$ cat config.mk
export PLATFORM = sky130hd
export DESIGN_NAME = xrom_rd_seq
export DESIGN_NICKNAME = d
export VERILOG_FILES = /design/src/rtl/xrom_pkg.sv /design/src/rtl/xrom_tmg_reg.sv /design/src/rtl/xrom_wait_ctr.sv /design/src/rtl/xrom_byte_gather.sv /design/src/rtl/xrom_rd_seq.sv
export SDC_FILE = /design/constraint.sdc
export NUM_CORES = 1
export LEC_CHECK = 0
export BUFFER_PORTS_ARGS = -buffer_cell sky130_fd_sc_hd__buf_2
export CORE_ASPECT_RATIO = 1.75
export CORE_UTILIZATION = 35
export CTS_BUF_LIST = sky130_fd_sc_hd__clkbuf_4
export CTS_CLUSTER_DIAMETER = 30
export DETAILED_ROUTE_END_ITERATION = 8
export GPL_ROUTABILITY_DRIVEN = 0
export SLEW_MARGIN = 20
export SYNTH_ARGS = -nofsm -noshare
export SYNTH_HDL_FRONTEND = slang
export SYNTH_HIERARCHICAL = 1
export SYNTH_SLANG_ARGS = --single-unit
$ cat constraint.sdc
create_clock -name clk_i -period 2.1 [get_ports clk_i]
set_input_delay 0.42 -clock clk_i [delete_from_list [all_inputs] [get_ports clk_i]]
set_output_delay 0.42 -clock clk_i [all_outputs]
set_load 0.05 [all_outputs]
$ cat src/rtl/xrom_pkg.sv
package xrom_pkg;
  typedef enum logic [2:0] {
    ST_IDLE,
    ST_FETCH,
    ST_LAST,
    ST_RESP,
    ST_DISC
  } seq_st_e;
endpackage

$ cat src/rtl/xrom_tmg_reg.sv
module xrom_tmg_reg #(
  parameter int TMG_W   = 4,
  parameter int TMG_RST = 9
) (
  input  logic             clk_i,
  input  logic             rst_ni,
  input  logic             we_i,
  input  logic [TMG_W-1:0] wd_i,
  output logic [TMG_W-1:0] tmg_o
);
  logic [TMG_W-1:0] tmg_q;

  always_ff @(posedge clk_i or negedge rst_ni) begin
    if (!rst_ni)   tmg_q <= TMG_W'(TMG_RST);
    else if (we_i) tmg_q <= wd_i;
  end

  assign tmg_o = tmg_q;

  AST_TMG_HOLD: assert property (@(posedge clk_i) disable iff (!rst_ni)
    !we_i |=> tmg_o == $past(tmg_o));
endmodule

$ cat src/rtl/xrom_wait_ctr.sv
module xrom_wait_ctr #(
  parameter int TMG_W = 4
) (
  input  logic             clk_i,
  input  logic             rst_ni,
  input  logic             load_i,
  input  logic [TMG_W-1:0] reload_i,
  input  logic             run_i,
  output logic             strobe_o
);
  logic [TMG_W-1:0] cnt_q;
  logic [TMG_W-1:0] reload_q;

  // reload value frozen per access
  always_ff @(posedge clk_i or negedge rst_ni) begin
    if (!rst_ni) begin
      cnt_q    <= '0;
      reload_q <= '0;
    end else if (load_i) begin
      cnt_q    <= reload_i;
      reload_q <= reload_i;
    end else if (run_i) begin
      if (cnt_q == '0) cnt_q <= reload_q;
      else             cnt_q <= cnt_q - 1'b1;
    end
  end

  assign strobe_o = run_i && (cnt_q == '0);

  AST_CNT_BOUND: assert property (@(posedge clk_i) disable iff (!rst_ni)
    run_i |-> cnt_q <= reload_q);
  AST_RELOAD_FROZEN: assert property (@(posedge clk_i) disable iff (!rst_ni)
    !load_i |=> reload_q == $past(reload_q));
endmodule

$ cat src/rtl/xrom_byte_gather.sv
module xrom_byte_gather #(
  parameter int BYTE_W = 8,
  parameter int NBYTES = 4,
  localparam int IDX_W  = $clog2(NBYTES),
  localparam int WORD_W = BYTE_W * NBYTES
) (
  input  logic              clk_i,
  input  logic              rst_ni,
  input  logic              cap_i,
  input  logic [IDX_W-1:0]  idx_i,
  input  logic [BYTE_W-1:0] byte_i,
  output logic [WORD_W-1:0] word_o
);
  for (genvar g = 0; g < NBYTES; g++) begin : g_lane
    logic [BYTE_W-1:0] lane_q;
    always_ff @(posedge clk_i or negedge rst_ni) begin
      if (!rst_ni)                               lane_q <= '0;
      else if (cap_i && idx_i == IDX_W'(g))      lane_q <= byte_i;
    end
    assign word_o[g*BYTE_W +: BYTE_W] = lane_q;
  end

  AST_LANE_HOLD: assert property (@(posedge clk_i) disable iff (!rst_ni)
    !cap_i |=> word_o == $past(word_o));
endmodule

$ cat src/rtl/xrom_rd_seq.sv
module xrom_rd_seq
  import xrom_pkg::*;
#(
  parameter int TMG_W   = 4,
  parameter int TMG_RST = 9,
  parameter int ADDR_W  = 8,
  parameter int BYTE_W  = 8,
  parameter int NBYTES  = 4,
  localparam int IDX_W  = $clog2(NBYTES),
  localparam int WORD_W = BYTE_W * NBYTES,
  localparam int WA_W   = ADDR_W - IDX_W
) (
  input  logic              clk_i,
  input  logic              rst_ni,
  input  logic              mem_en_i,
  input  logic              rom_en_i,
  input  logic              tmg_we_i,
  input  logic [TMG_W-1:0]  tmg_wd_i,
  input  logic              req_i,
  input  logic              burst_i,
  input  logic [WA_W-1:0]   word_addr_i,
  input  logic [BYTE_W-1:0] ebd_i,
  output logic [ADDR_W-1:0] eba_o,
  output logic              rom_cs_o,
  output logic              trdy_o,
  output logic              stop_o,
  output logic [WORD_W-1:0] rdata_o
);
  seq_st_e           state_q;
  logic [IDX_W-1:0]  idx_q;
  logic [ADDR_W-1:0] eba_q;
  logic              cs_q, trdy_q, stop_q, burst_q;
  logic [TMG_W-1:0]  tmg;
  logic              start, strobe, run;

  assign start = (state_q == ST_IDLE) && req_i && mem_en_i && rom_en_i;
  assign run   = (state_q == ST_FETCH);

  xrom_tmg_reg #(.TMG_W(TMG_W), .TMG_RST(TMG_RST)) i_tmg (
    .clk_i, .rst_ni, .we_i(tmg_we_i), .wd_i(tmg_wd_i), .tmg_o(tmg)
  );

  xrom_wait_ctr #(.TMG_W(TMG_W)) i_wait (
    .clk_i, .rst_ni, .load_i(start), .reload_i(tmg), .run_i(run), .strobe_o(strobe)
  );

  xrom_byte_gather #(.BYTE_W(BYTE_W), .NBYTES(NBYTES)) i_gather (
    .clk_i, .rst_ni, .cap_i(strobe), .idx_i(idx_q), .byte_i(ebd_i), .word_o(rdata_o)
  );

  always_ff @(posedge clk_i or negedge rst_ni) begin
    if (!rst_ni) begin
      state_q <= ST_IDLE;
      idx_q   <= '0;
      eba_q   <= '0;
      cs_q    <= 1'b0;
      trdy_q  <= 1'b0;
      stop_q  <= 1'b0;
      burst_q <= 1'b0;
    end else begin
      unique case (state_q)
        ST_IDLE: begin
          stop_q <= 1'b0;
          if (start) begin
            eba_q   <= {word_addr_i, IDX_W'(0)};
            idx_q   <= '0;
            burst_q <= burst_i;
            cs_q    <= 1'b1;
            state_q <= ST_FETCH;
          end
        end
        ST_FETCH: begin
          if (strobe) begin
            if (idx_q == IDX_W'(NBYTES - 1)) begin
              state_q <= ST_LAST;
            end else begin
              idx_q <= idx_q + 1'b1;
              // only the in-word offset steps
              eba_q <= {eba_q[ADDR_W-1:IDX_W], eba_q[IDX_W-1:0] + 1'b1};
            end
          end
        end
        ST_LAST: begin
          trdy_q  <= 1'b1;
          cs_q    <= 1'b0;
          state_q <= ST_RESP;
        end
        ST_RESP: begin
          trdy_q <= 1'b0;
          if (burst_q) begin
            stop_q  <= 1'b1;
            state_q <= ST_DISC;
          end else begin
            state_q <= ST_IDLE;
          end
        end
        ST_DISC: begin
          stop_q  <= 1'b0;
          state_q <= ST_IDLE;
        end
        default: state_q <= ST_IDLE;
      endcase
    end
  end

  assign eba_o    = eba_q;
  assign rom_cs_o = cs_q;
  assign trdy_o   = trdy_q;
  assign stop_o   = stop_q;

  AST_TRDY_PULSE: assert property (@(posedge clk_i) disable iff (!rst_ni)
    trdy_o |=> !trdy_o);
  AST_LAST_TO_TRDY: assert property (@(posedge clk_i) disable iff (!rst_ni)
    (state_q == ST_LAST) |=> trdy_o);
  AST_CS_OFF_AT_TRDY: assert property (@(posedge clk_i) disable iff (!rst_ni)
    trdy_o |-> !rom_cs_o);
  AST_STOP_AFTER_TRDY: assert property (@(posedge clk_i) disable iff (!rst_ni)
    stop_o |-> ($past(trdy_o) && !trdy_o));
  AST_GATED_IDLE: assert property (@(posedge clk_i) disable iff (!rst_ni)
    (state_q == ST_IDLE && !(mem_en_i && rom_en_i)) |=> !rom_cs_o);
  AST_ADDR_HI_FIXED: assert property (@(posedge clk_i) disable iff (!rst_ni)
    (rom_cs_o && $past(rom_cs_o)) |-> eba_o[ADDR_W-1:IDX_W] == $past(eba_o[ADDR_W-1:IDX_W]));
  AST_BUSY_STAYS: assert property (@(posedge clk_i) disable iff (!rst_ni)
    (run && !strobe) |=> state_q == ST_FETCH);
endmodule

After elaboration in Yosys (flattened, before gate mapping)
Cells that the tools add are included.
- bits in registers: 61
- output and inout port bits: 43
- input bits: 25
- reduce and logical (&&, ||, !) cells: 23
- bitwise gates (word level): 1
- $add $sub $neg: 3
- mux-type cells: 21
- equal/unequal tests: 12
- operator list (cell ; count):
    $pmux W8 S2 ; 1
    $mux W3 ; 4
    $mux W4 ; 3
    $pmux W3 S4 ; 1
    $mux W2 ; 5
    $reduce_bool A2 Y1 ; 5
    $logic_and A1 B1 Y1 ; 8
    $mux W8 ; 1
    $eq A3 B2 Y1 const B ; 2
    $ne A2 B2 Y1 const B ; 3
    $pmux W1 S2 ; 3
    $reduce_and A2 Y1 ; 3
    $reduce_and A3 Y1 ; 2
    $add A2 B1 Y2 const B ; 2
    $eq A2 B2 Y1 const B ; 2
    $logic_not A4 Y1 ; 1
    $ne A2 B1 Y1 const B ; 2
    $pmux W2 S2 ; 1
    $reduce_and A4 Y1 ; 1
    $sub A4 B1 Y4 const B ; 1
    $eq A3 B1 Y1 const B ; 1
    $eq A3 B3 Y1 const B ; 1
    $logic_not A3 Y1 ; 1
    $eq A2 B1 Y1 const B ; 1
    other kinds (4) ; 5

Logic depth before layout (Yosys ltp)
Gate-level depths: netlist of run 1.
- depth in word-level cells: 6
- depth in mapped cells: 9

By module
The synthesis of run 1 kept the hierarchy.
- by module, submodules not included (module ; seq. area each (sq um) ; times used ; cells each ; area each (sq um)):
    xrom_byte_gather ; 800.8 ; 1 ; 68 ; 1212.4
    xrom_rd_seq ; 425.4 ; 1 ; 77 ; 753.2
    xrom_wait_ctr ; 200.2 ; 1 ; 44 ; 424.2
    xrom_tmg_reg ; 102.6 ; 1 ; 8 ; 147.6

Least setup slack after synthesis of run 1
Ideal clock, no wire load.
- kind: register -> register
- start: register state_q[0]
- end: register eba_q[1], in the netlist eba_o[1]
- period minus slack after synthesis: 2239 ps
- path slack: -139 ps
- stages on the path, launching flop included: 10
- path buffers: 3
- arrival: 2121 ps
- cell sequence: dfrtp_1 -> buf_4 -> or3b_1 -> buf_6 -> inv_1 -> and2_1 -> or3b_1 -> buf_6 -> o2bb2ai_1 -> a21o_1
- RTL lines (item ; line ; source):
    from (decl) ; xrom_rd_seq.sv:29 ; seq_st_e state_q;
    from (signal assigned) ; xrom_rd_seq.sv:53 ; state_q <= ST_IDLE;
    from (signal assigned) ; xrom_rd_seq.sv:69 ; state_q <= ST_FETCH;
    from (signal assigned) ; xrom_rd_seq.sv:75 ; state_q <= ST_LAST;
    $eq A3 B1 Y1 ; xrom_rd_seq.sv:37 ; assign run = (state_q == ST_FETCH);
    net run ; xrom_rd_seq.sv:34 ; logic start, strobe, run;
    $logic_and A1 B1 Y1 ; xrom_wait_ctr.sv:28 ; assign strobe_o = run_i && (cnt_q == '0);
    net strobe ; xrom_rd_seq.sv:34 ;
    $ne A2 B1 Y1 (no source line) ; - ;
    $reduce_and A4 Y1 (no source line) ; - ;
    to (signal assigned) ; xrom_rd_seq.sv:65 ; eba_q <= {word_addr_i, IDX_W'(0)};
    to (signal assigned) ; xrom_rd_seq.sv:79 ; eba_q <= {eba_q[ADDR_W-1:IDX_W], eba_q[IDX_W-1:0] + 1'b1};
    to (decl) ; xrom_rd_seq.sv:31 ; logic [ADDR_W-1:0] eba_q;
The timed path passes the listed nets, and every way through them passes these cells. The select of a mux whose other input is x is not followed.
A chain may end at the register's enable or synchronous reset.

Worst setup path in the final report of run 1
- start: register state_q[2]
- end: register i_wait.cnt_q[3]
- longest elaborated chain between the ends: 5
- ends and longest elaborated chain (item ; line ; source):
    $logic_not A3 Y1 * ; xrom_rd_seq.sv:36 ; assign start = (state_q == ST_IDLE) && req_i && mem_en_i && rom_en_i;
    $logic_and A1 B1 Y1 * (3 in series) ; xrom_rd_seq.sv:36 ;
    net start ; xrom_rd_seq.sv:34 ;
    $mux W4 / $reduce_bool A2 Y1 (equally long branches) ; - ;
    to (signal assigned) ; xrom_wait_ctr.sv:20 ; cnt_q <= reload_i;
    to (signal assigned) ; xrom_wait_ctr.sv:23 ; if (cnt_q == '0) cnt_q <= reload_q;
    to (signal assigned) ; xrom_wait_ctr.sv:24 ; else cnt_q <= cnt_q - 1'b1;
    to (decl) ; xrom_wait_ctr.sv:11 ; logic [TMG_W-1:0] cnt_q;
The timed path passes the listed nets; every way through them passes the cells marked *.

==> results of run 1 <==
-- cells in the mapped netlist, drive strengths merged, types with 2 or more instances --
cell type / n / area, µm²
dfrtp: 59 / 1476
mux2: 39 / 439.2
nand2: 19 / 71.32
o21ai: 14 / 70.06
inv: 10 / 37.54
nor2: 8 / 30.03
nand3: 7 / 40.04
a21oi: 4 / 20.02
buf: 3 / 30.03
clkbuf: 3 / 11.26
nand2b: 3 / 18.77
nor3b: 3 / 38.79
a21o: 2 / 15.01
dfstp: 2 / 52.55
ha: 2 / 25.02
nand3b: 2 / 22.52
or3: 2 / 12.51
or3b: 2 / 17.52
-- worst max-delay path by stage --
stage	end	slack (ns)	cells after the start
2_1_floorplan	eba_o[1]$_DFFE_PN0P_	-0.05	9
3_3_place_gp	eba_o[1]$_DFFE_PN0P_	0.08	7
3_5_place_dp	eba_o[1]$_DFFE_PN0P_	0.04	7
4_1_cts	eba_o[1]$_DFFE_PN0P_	0.02	7
5_1_grt	i_wait/cnt_q[1]$_DFFE_PN0P_	0.04	6
6_report	i_wait/cnt_q[3]$_DFFE_PN0P_	0.18	6
-- worst max-delay path, delay by kind of cell, from the launching register on --
family	cells	cell delay, ns
buf+inv	3	0.59
flops	1	0.38
simple gates	2	0.67
compound gates	1	0.15
-- report_power, final --
group	total [mW]	switching (mW)	internal (mW)	leakage, nW
logic	2.84	1.97	0.861	0.737
clock network	0.782	0.419	0.363	0.0689
registers	1.99	0.308	1.69	0.741
total	5.61	2.70	2.91	1.55
-- kinds of logic (layout without fill, tap and decap cells) --
group,after synthesis,count (layout),synth area share
flip-flops,61,61,0.6026
AND/OR/NAND/NOR,51,51,0.1134
multiplexers,40,40,0.1770
AO/OA/AOI/OAI,27,27,0.06607
buffers and inverters,16,105,0.03107
adder cells (fa/ha/maj),2,2,0.009860
-- layout make-up --
| type | instances | area share |
|---|---|---|
| clock inverters | 6 | 0.01698 |
| inverters | 10 | 0.01185 |
| well taps | 84 | 0.03318 |
| repair buffers | 79 | 0.1351 |
| multi-input cells | 120 | 0.2966 |
| flip-flops and latches | 61 | 0.4826 |
| clock buffers | 10 | 0.02370 |
-- registers in the layout (all words and copies together), names as in the netlist --
signal,cells
trdy_o,1
burst_q,1
eba_o,8
i_wait/cnt_q,4
idx_q,2
stop_o,1
i_wait/reload_q,4
rom_cs_o,1
state_q,3
i_tmg/tmg_o,4
i_gather/g_lane.lane_q,32
-- layer usage --
metal  track usage  vias up
met1        0.1598      878
met4       0.06809        0
met5             0        -
met3       0.05677        9
met2        0.2619       46
li1              -      862
-- repair_timing --
item	4_1_cts	5_1_grt
resized for setup	0	2
endpoints found under the hold margin	3	0
hold buffers	1	0
endpoints found under the setup margin	0	9
==> out/results.ini, run 1 <==
[status]
status=finished clean

[placement]
dp.cells=353
place_hpwl_mm=3.799
pre_cts_ws_ns=0.04127
placed_area_um2=3022
numPortBuffers=67

[layout]
final_common_cell=buf_2
layout-drive-gt1-share=0.4895
final_cell_mix=buf_2 (67), dfrtp_1 (59), mux2_2 (39), nand2_1 (19), o21ai_0 (13)
insertedDiodeCount=0
finalNonFillerCells=370
fin_area_um2=3168
finish.utilization=0.4554
final_nets=308
multiInputGateArea_um2=939.7
syn2layout_area_growth_pct=24.85
fillers=685
final-seq-area_um2=1529

[pwr]
peakVddDrop_uv=720.4
leakage_nw=1.548
p_total_mw=5.613
power.density_nw_per_um2=1772

[detailed_routing]
wl_met1_mm=1.989
dr.pass1.iters=4
highest_layer=met4
ant_nets=0
vias=1795
drc_errors=0
routed_wl_mm=5.124
wl_met3_um=231
detail_route.wl_per_cell_um=13.85
drtIter0Drc=31
viasPerCell=4.851
wl_met2_mm=2.800

[global_routing]
grt_pass1_wl_mm=8.390
grtUsageTotal=0.1517
grt_pass1_vias=1758
overflow=0
antenna_found_initial=0
grt_max_degree=32

[worst_setup_path]
cpMaxStageDelayCell=or4_1
worst_setup_path_end_kind=flop
arrival_ns=2.20
critPathLaunch=state_q[2]$_DFFE_PN0P_
regToRegEndpoint=i_wait/cnt_q[3]$_DFFE_PN0P_
r2r_cells=6
cp_max_fo=12
crit_path_start_kind=flop
path_class=flop to flop
cpPeakStageDelay_ns=0.55
reg2reg_slack_ns=0.18
cpMostUsedCell=inv_1
cp_cell_sequence=buf_4, or4_1, inv_1, inv_1, o311ai_0, nand3_1
cp.required_ns=2.38
crit-reg2reg-launch=state_q[2]$_DFFE_PN0P_

[die]
chipHeight_um=114.6
die_x_um=66.37
start_util=0.3647
die_area_um2=7608
rows=40
io_pins=68
core_um2=6957

[flow_run]
maxCapViolCount=0

[yosys]
ys_ff_latch=61
synth_nets=224
async_flop_share=1.000
synth_edf_count=0
yosysUniqueCellTypes=36
synth_warnings=6
syn_area_um2=2537
synth_cells=197
ys_seq_area_frac=0.6026
avgSynthCellArea_um2=12.88
ys.flop_type=dfrtp_1

[cts]
clk_latency_ns=0.41
clk_pin_slew_worst_paths_ns=0.10
ctsRootBufferMaster=clkbuf_4
tritoncts=done
post_cts_buffers=0
clockBufferDepth=2
cts_buffers=9
cts.htree.levels=3
numClockSinks=61

[min_path]
min_path_cells=2
min-delay-start=burst_i
holdPathEnd=burst_q$_DFFE_PN0P_
hp-class=input pin to flop

[sta]
rsz0062_at_grt=false
fin_crit_sh=0.9137
finClkSkew_ns=0.01672
max_freq_ghz=0.5212
relSlewSlack=0.7296
setup_viol_count_final=0
worst_hold_slack_ns=0.2365
final_hold_viol_count=0
slew_violations=0
period_minus_slack_ns=1.919
fin_tns_setup_ns=0
tightestPinTransition_ns=0.4056
fin_ws_ns=0.1813

Note: power is estimated with default switching activity, not from simulation.
==> inputs of run 2 (changes only) <==
--- a/config.mk
+++ b/config.mk
@@ -12,6 +12,7 @@
 export CTS_CLUSTER_DIAMETER = 30
 export DETAILED_ROUTE_END_ITERATION = 8
 export GPL_ROUTABILITY_DRIVEN = 0
+export REMOVE_ABC_BUFFERS = 1
 export SLEW_MARGIN = 20
 export SYNTH_ARGS = -nofsm -noshare
 export SYNTH_HDL_FRONTEND = slang
==> out/results.ini, run 2 (synthesis gave the netlist of run 1 again) <==
[worst_setup_path]
path_class=flop to flop
arrival_ns=2.31
worst_setup_path_end_kind=flop
cp.required_ns=2.46
crit_path_start_kind=flop
cp_max_fo=7

[cts]
ctsRootBufferMaster=clkbuf_4
cts.htree.levels=3
tritoncts=done
clk_latency_ns=0.41
clk_pin_slew_worst_paths_ns=0.10
numClockSinks=61
cts_buffers=9
clockBufferDepth=2
post_cts_buffers=0

[global_routing]
grtUsageMet1=0.1612
grtUsageTotal=0.1486
overflow=0
grt.busiest_layer=met2
antenna_found_initial=0
grt_pass1_vias=1792
grt_max_degree=41
use_met2=0.2497
grt_pass1_wl_mm=8.293
grt_use_met3=0.04880

[layout]
fillers=653
final_common_cell=buf_2
final_cell_mix=buf_2 (67), dfrtp_1 (59), mux2_2 (39), nand2_1 (19), o21ai_0 (13)
largest_reg_flops=32
finish.utilization=0.4599
layout-drive-gt1-share=0.4860
finalNonFillerCells=370
insertedDiodeCount=0
final_nets=308
final-seq-area_um2=1529
syn2layout_area_growth_pct=26.08
top_register=i_gather/g_lane.lane_q
multiInputGateArea_um2=934.6

[detailed_routing]
drtIter0Drc=92
routed_wl_mm=4.979
detail_route.wl_per_cell_um=13.46
dr.pass1.iters=4
viasPerCell=4.854
ant_nets=0
drc_errors=0
vias=1796

[die]
chipHeight_um=114.6
die_x_um=66.37
die_area_um2=7608
core_um2=6957
start_util=0.3647
rows=40
io_pins=68

[placement]
numPortBuffers=67
dp.cells=353
place_hpwl_mm=3.735
pre_cts_ws_ns=0.07635

[sta]
slew_violations=0
max_freq_ghz=0.5127
rsz0062_at_grt=false
period_minus_slack_ns=1.950
final_hold_viol_count=0
tightestPinTransition_ns=0.5260
finClkSkew_ns=0.01087
setup_viol_count_final=0
fin_crit_sh=0.9288
fin_ws_ns=0.1495
relSlewSlack=0.6493

[pwr]
p_total_mw=5.720
leakage_nw=1.564
power.density_nw_per_um2=1788
peakVddDrop_uv=580.4

[flow_run]
maxCapViolCount=0

[status]
status=finished clean

[min_path]
hp-class=input pin to flop

## run 2: cell types whose count changed in the layout (fill, tap and decap cells not counted), sizes merged
cell,previous run,this run
bufinv,1,2
clkinvlp,1,0
## run 2: area by class of cell
cell class                      count  area share
Clock buffer                       10     0.02346
Multi-Input combinational cell    120      0.2921
Timing Repair Buffer               79      0.1377
Tap cell                           84     0.03285
Sequential cell                    61      0.4779
Clock inverter                      6     0.02425
Inverter                           10     0.01173
## run 2: final timing paths
| kind | from | end | cells past startpoint | slack [ns] |
|---|---|---|---|---|
| worst max-delay path | i_wait/cnt_q[0]$_DFFE_PN0P_ | eba_o[1]$_DFFE_PN0P_ | 8 | 0.15 |
| worst min-delay path | tmg_wd_i[1] | i_tmg/tmg_o[1]$_DFFE_PN0P_ | 2 | 0.24 |
| worst max register to register | i_wait/cnt_q[0]$_DFFE_PN0P_ | eba_o[1]$_DFFE_PN0P_ | 8 | 0.15 |
| worst min register to register | eba_o[5]$_DFFE_PN0P_ | eba_o[5]$_DFFE_PN0P_ | 2 | 0.48 |
| max in group asynchronous | rst_ni | i_tmg/tmg_o[2]$_DFFE_PN0P_ | 3 | 0.99 |
| min in group asynchronous | rst_ni | i_gather/g_lane[2].lane_q[6]$_DFFE_PN0P_ | 2 | 0.51 |
## run 2: routing by layer
| layer | wire length (µm) | vias up | share of wire |
|---|---|---|---|
| met4 | 102 | 0 | 0.020 |
| li1 | - | 856 | - |
| met2 | 2591 | 56 | 0.52 |
| met3 | 276 | 9 | 0.055 |
| met1 | 2008 | 875 | 0.40 |
| met5 | 0 | - | 0 |
## run 2: timing repair
| action | CTS | global route |
|---|---|---|
| setup endpoints to repair | 0 | 36 |
| endpoints found under the hold margin | 19 | 0 |
| hold buffers | 1 | 0 |
| resized for setup | 0 | 1 |
## run 2: worst max-delay path: stages (launching register included)
cell and delay, ns:
dfrtp_1 0.42, inv_1 0.07, ha_1 0.22, nor3b_2 0.21, and2_1 0.18, or3b_1 0.38, buf_4 0.17, nor3b_2 0.15
a21o_1 0.10
## run 2: where the power goes
| part | switching, mW | internal (mW) | leakage [nW] |
|---|---|---|---|
| clock | 0.410 | 0.485 | 0.0852 |
| combinational | 1.97 | 0.858 | 0.738 |
| sequential | 0.310 | 1.69 | 0.741 |
## run 2: per-stage QoR
| step | hold WS, ns | setup TNS (ns) | area [µm²] |
|---|---|---|---|
| 2_1_floorplan | 0.1244 | -0.8316 | 2496 |
| 3_3_place_gp | 0.4190 | 0 | 3032 |
| 3_5_place_dp | 0.4259 | 0 | 3032 |
| 4_1_cts | 0.2174 | 0 | 3194 |
| 5_1_grt | 0.2100 | 0 | 3199 |
| 6_report | 0.2363 | 0 | 3199 |
==> inputs of run 3 (changes only) <==
--- a/config.mk
+++ b/config.mk
@@ -7,11 +7,12 @@
 export LEC_CHECK = 0
 export BUFFER_PORTS_ARGS = -buffer_cell sky130_fd_sc_hd__buf_2
 export CORE_ASPECT_RATIO = 1.75
-export CORE_UTILIZATION = 35
+export CORE_UTILIZATION = 40
 export CTS_BUF_LIST = sky130_fd_sc_hd__clkbuf_4
 export CTS_CLUSTER_DIAMETER = 30
 export DETAILED_ROUTE_END_ITERATION = 8
 export GPL_ROUTABILITY_DRIVEN = 0
+export PLACE_DENSITY = 0.66
 export REMOVE_ABC_BUFFERS = 1
 export SLEW_MARGIN = 20
 export SYNTH_ARGS = -nofsm -noshare
==> out/results.ini, run 3 (synthesis gave the netlist of run 1 again) <==
[status]
status=finished clean

[pwr]
leakage_nw=1.556
power.density_nw_per_um2=1760
peakVddDrop_uv=765.9
p_total_mw=5.601

[detailed_routing]
vias=1790
viasPerCell=4.891
detail_route.wl_per_cell_um=13.59
drtIter0Drc=79
ant_nets=0
drc_errors=0
dr.pass1.iters=4
routed_wl_mm=4.975

[layout]
syn2layout_area_growth_pct=25.44
layout-drive-gt1-share=0.4825
final-seq-area_um2=1529
multiInputGateArea_um2=932.1
top_register=i_gather/g_lane.lane_q
insertedDiodeCount=0
finish.utilization=0.5150
fin_area_um2=3183
largest_reg_flops=32
fillers=578
final_common_cell=buf_2
finalNonFillerCells=366
final_nets=310
final_cell_mix=buf_2 (67), dfrtp_1 (59), mux2_2 (39), nand2_1 (19), o21ai_0 (13)

[cts]
cts.htree.levels=3
cts_buffers=9
clockBufferDepth=2
tritoncts=done
clk_latency_ns=0.39
clk_pin_slew_worst_paths_ns=0.09
numClockSinks=61
ctsRootBufferMaster=clkbuf_4

[placement]
numPortBuffers=67
placed_area_um2=3054
pre_cts_ws_ns=0.1237
dp.cells=351
place_hpwl_mm=3.747

[sta]
fin_tns_setup_ns=0
finClkSkew_ns=0.01301
setup_viol_count_final=0
slew_violations=0
period_minus_slack_ns=1.934
worst_hold_slack_ns=0.2648
fin_crit_sh=0.9212
relSlewSlack=0.7137
fin_ws_ns=0.1656
tightestPinTransition_ns=0.4295
rsz0062_at_grt=false
final_hold_viol_count=0
max_freq_ghz=0.5170

[min_path]
hp-class=input pin to flop

[global_routing]
grt_max_degree=28
antenna_found_initial=0
grt_pass1_vias=1874
grtUsageTotal=0.1736
overflow=0
grt_pass1_wl_mm=8.687

[flow_run]
maxCapViolCount=0

[die]
die_area_um2=6678
die_x_um=62.21
rows=38
chipHeight_um=107.4
core_um2=6181
start_util=0.4105
io_pins=68

[worst_setup_path]
path_class=flop to flop
cpPeakStageDelay_ns=0.43
cp.required_ns=2.37
cpMaxStageDelayCell=dfrtp_1
crit_buf_inv=2
path_delay_family=simple AND/OR/NAND/NOR gates
arrival_ns=2.20
cp_cell_sequence=or3b_1, inv_1, and2_1, buf_4, nand3_2, mux2_2
crit_path_start_kind=flop
cp_max_fo=8
worst_setup_path_end_kind=flop
reg2reg_slack_ns=0.17

-- run 3: cell types whose count changed in the layout (fill, tap and decap cells not counted), sizes merged --
cell,delta
bufinv,-1
clkinv,-1
buf,+2
-- run 3: area by class of cell --
| class | count | area share |
|---|---|---|
| clock buffer | 10 | 0.02358 |
| multi-input combinational | 120 | 0.2928 |
| inverter | 10 | 0.01179 |
| sequential | 61 | 0.4803 |
| timing repair buffer | 81 | 0.1470 |
| tap | 80 | 0.03145 |
| clock inverter | 4 | 0.01297 |
-- run 3: worst reg2reg max path: cells and delay by family, from the launching register on --
family / cells / cell delay (ns)
buf+inv: 2 / 0.23
flops: 1 / 0.43
mux: 1 / 0.36
simple gates: 3 / 0.80
-- run 3: repair_timing --
item / in CTS / in global routing
setup buffers: 0 / 0
hold buffers: 1 / 0
setup endpoints to repair: 0 / 1
endpoints found under the hold margin: 15 / 0
resized for setup: 0 / 1
-- run 3: worst paths after layout --
check / start / end / cells after the start
setup reg to reg: state_q[2]$_DFFE_PN0P_ / i_gather/g_lane[3].lane_q[0]$_DFFE_PN0P_ / 6
max in group asynchronous: rst_ni / eba_o[0]$_DFFE_PN0P_ / 3
min in group asynchronous: rst_ni / i_tmg/tmg_o[2]$_DFFE_PN0P_ / 2
setup / recovery: state_q[2]$_DFFE_PN0P_ / i_gather/g_lane[3].lane_q[0]$_DFFE_PN0P_ / 6
hold / removal: word_addr_i[1] / eba_o[3]$_DFFE_PN0P_ / 3
hold reg to reg: trdy_o$_DFFE_PN0P_ / trdy_o$_DFFE_PN0P_ / 1
-- run 3: routing by layer --
layer  track usage  vias to the layer above  share of wire
met1        0.1677                      877           0.36
met2        0.3305                       47           0.58
met5             0                        -              0
met3       0.05614                        8          0.040
met4       0.07475                        0          0.018
li1              -                      858              -
-- run 3: power breakdown --
part / internal [mW] / switching [mW]
sequential: 1.69 / 0.320
clock: 0.353 / 0.362
combinational: 0.890 / 1.99
total: 2.93 / 2.67
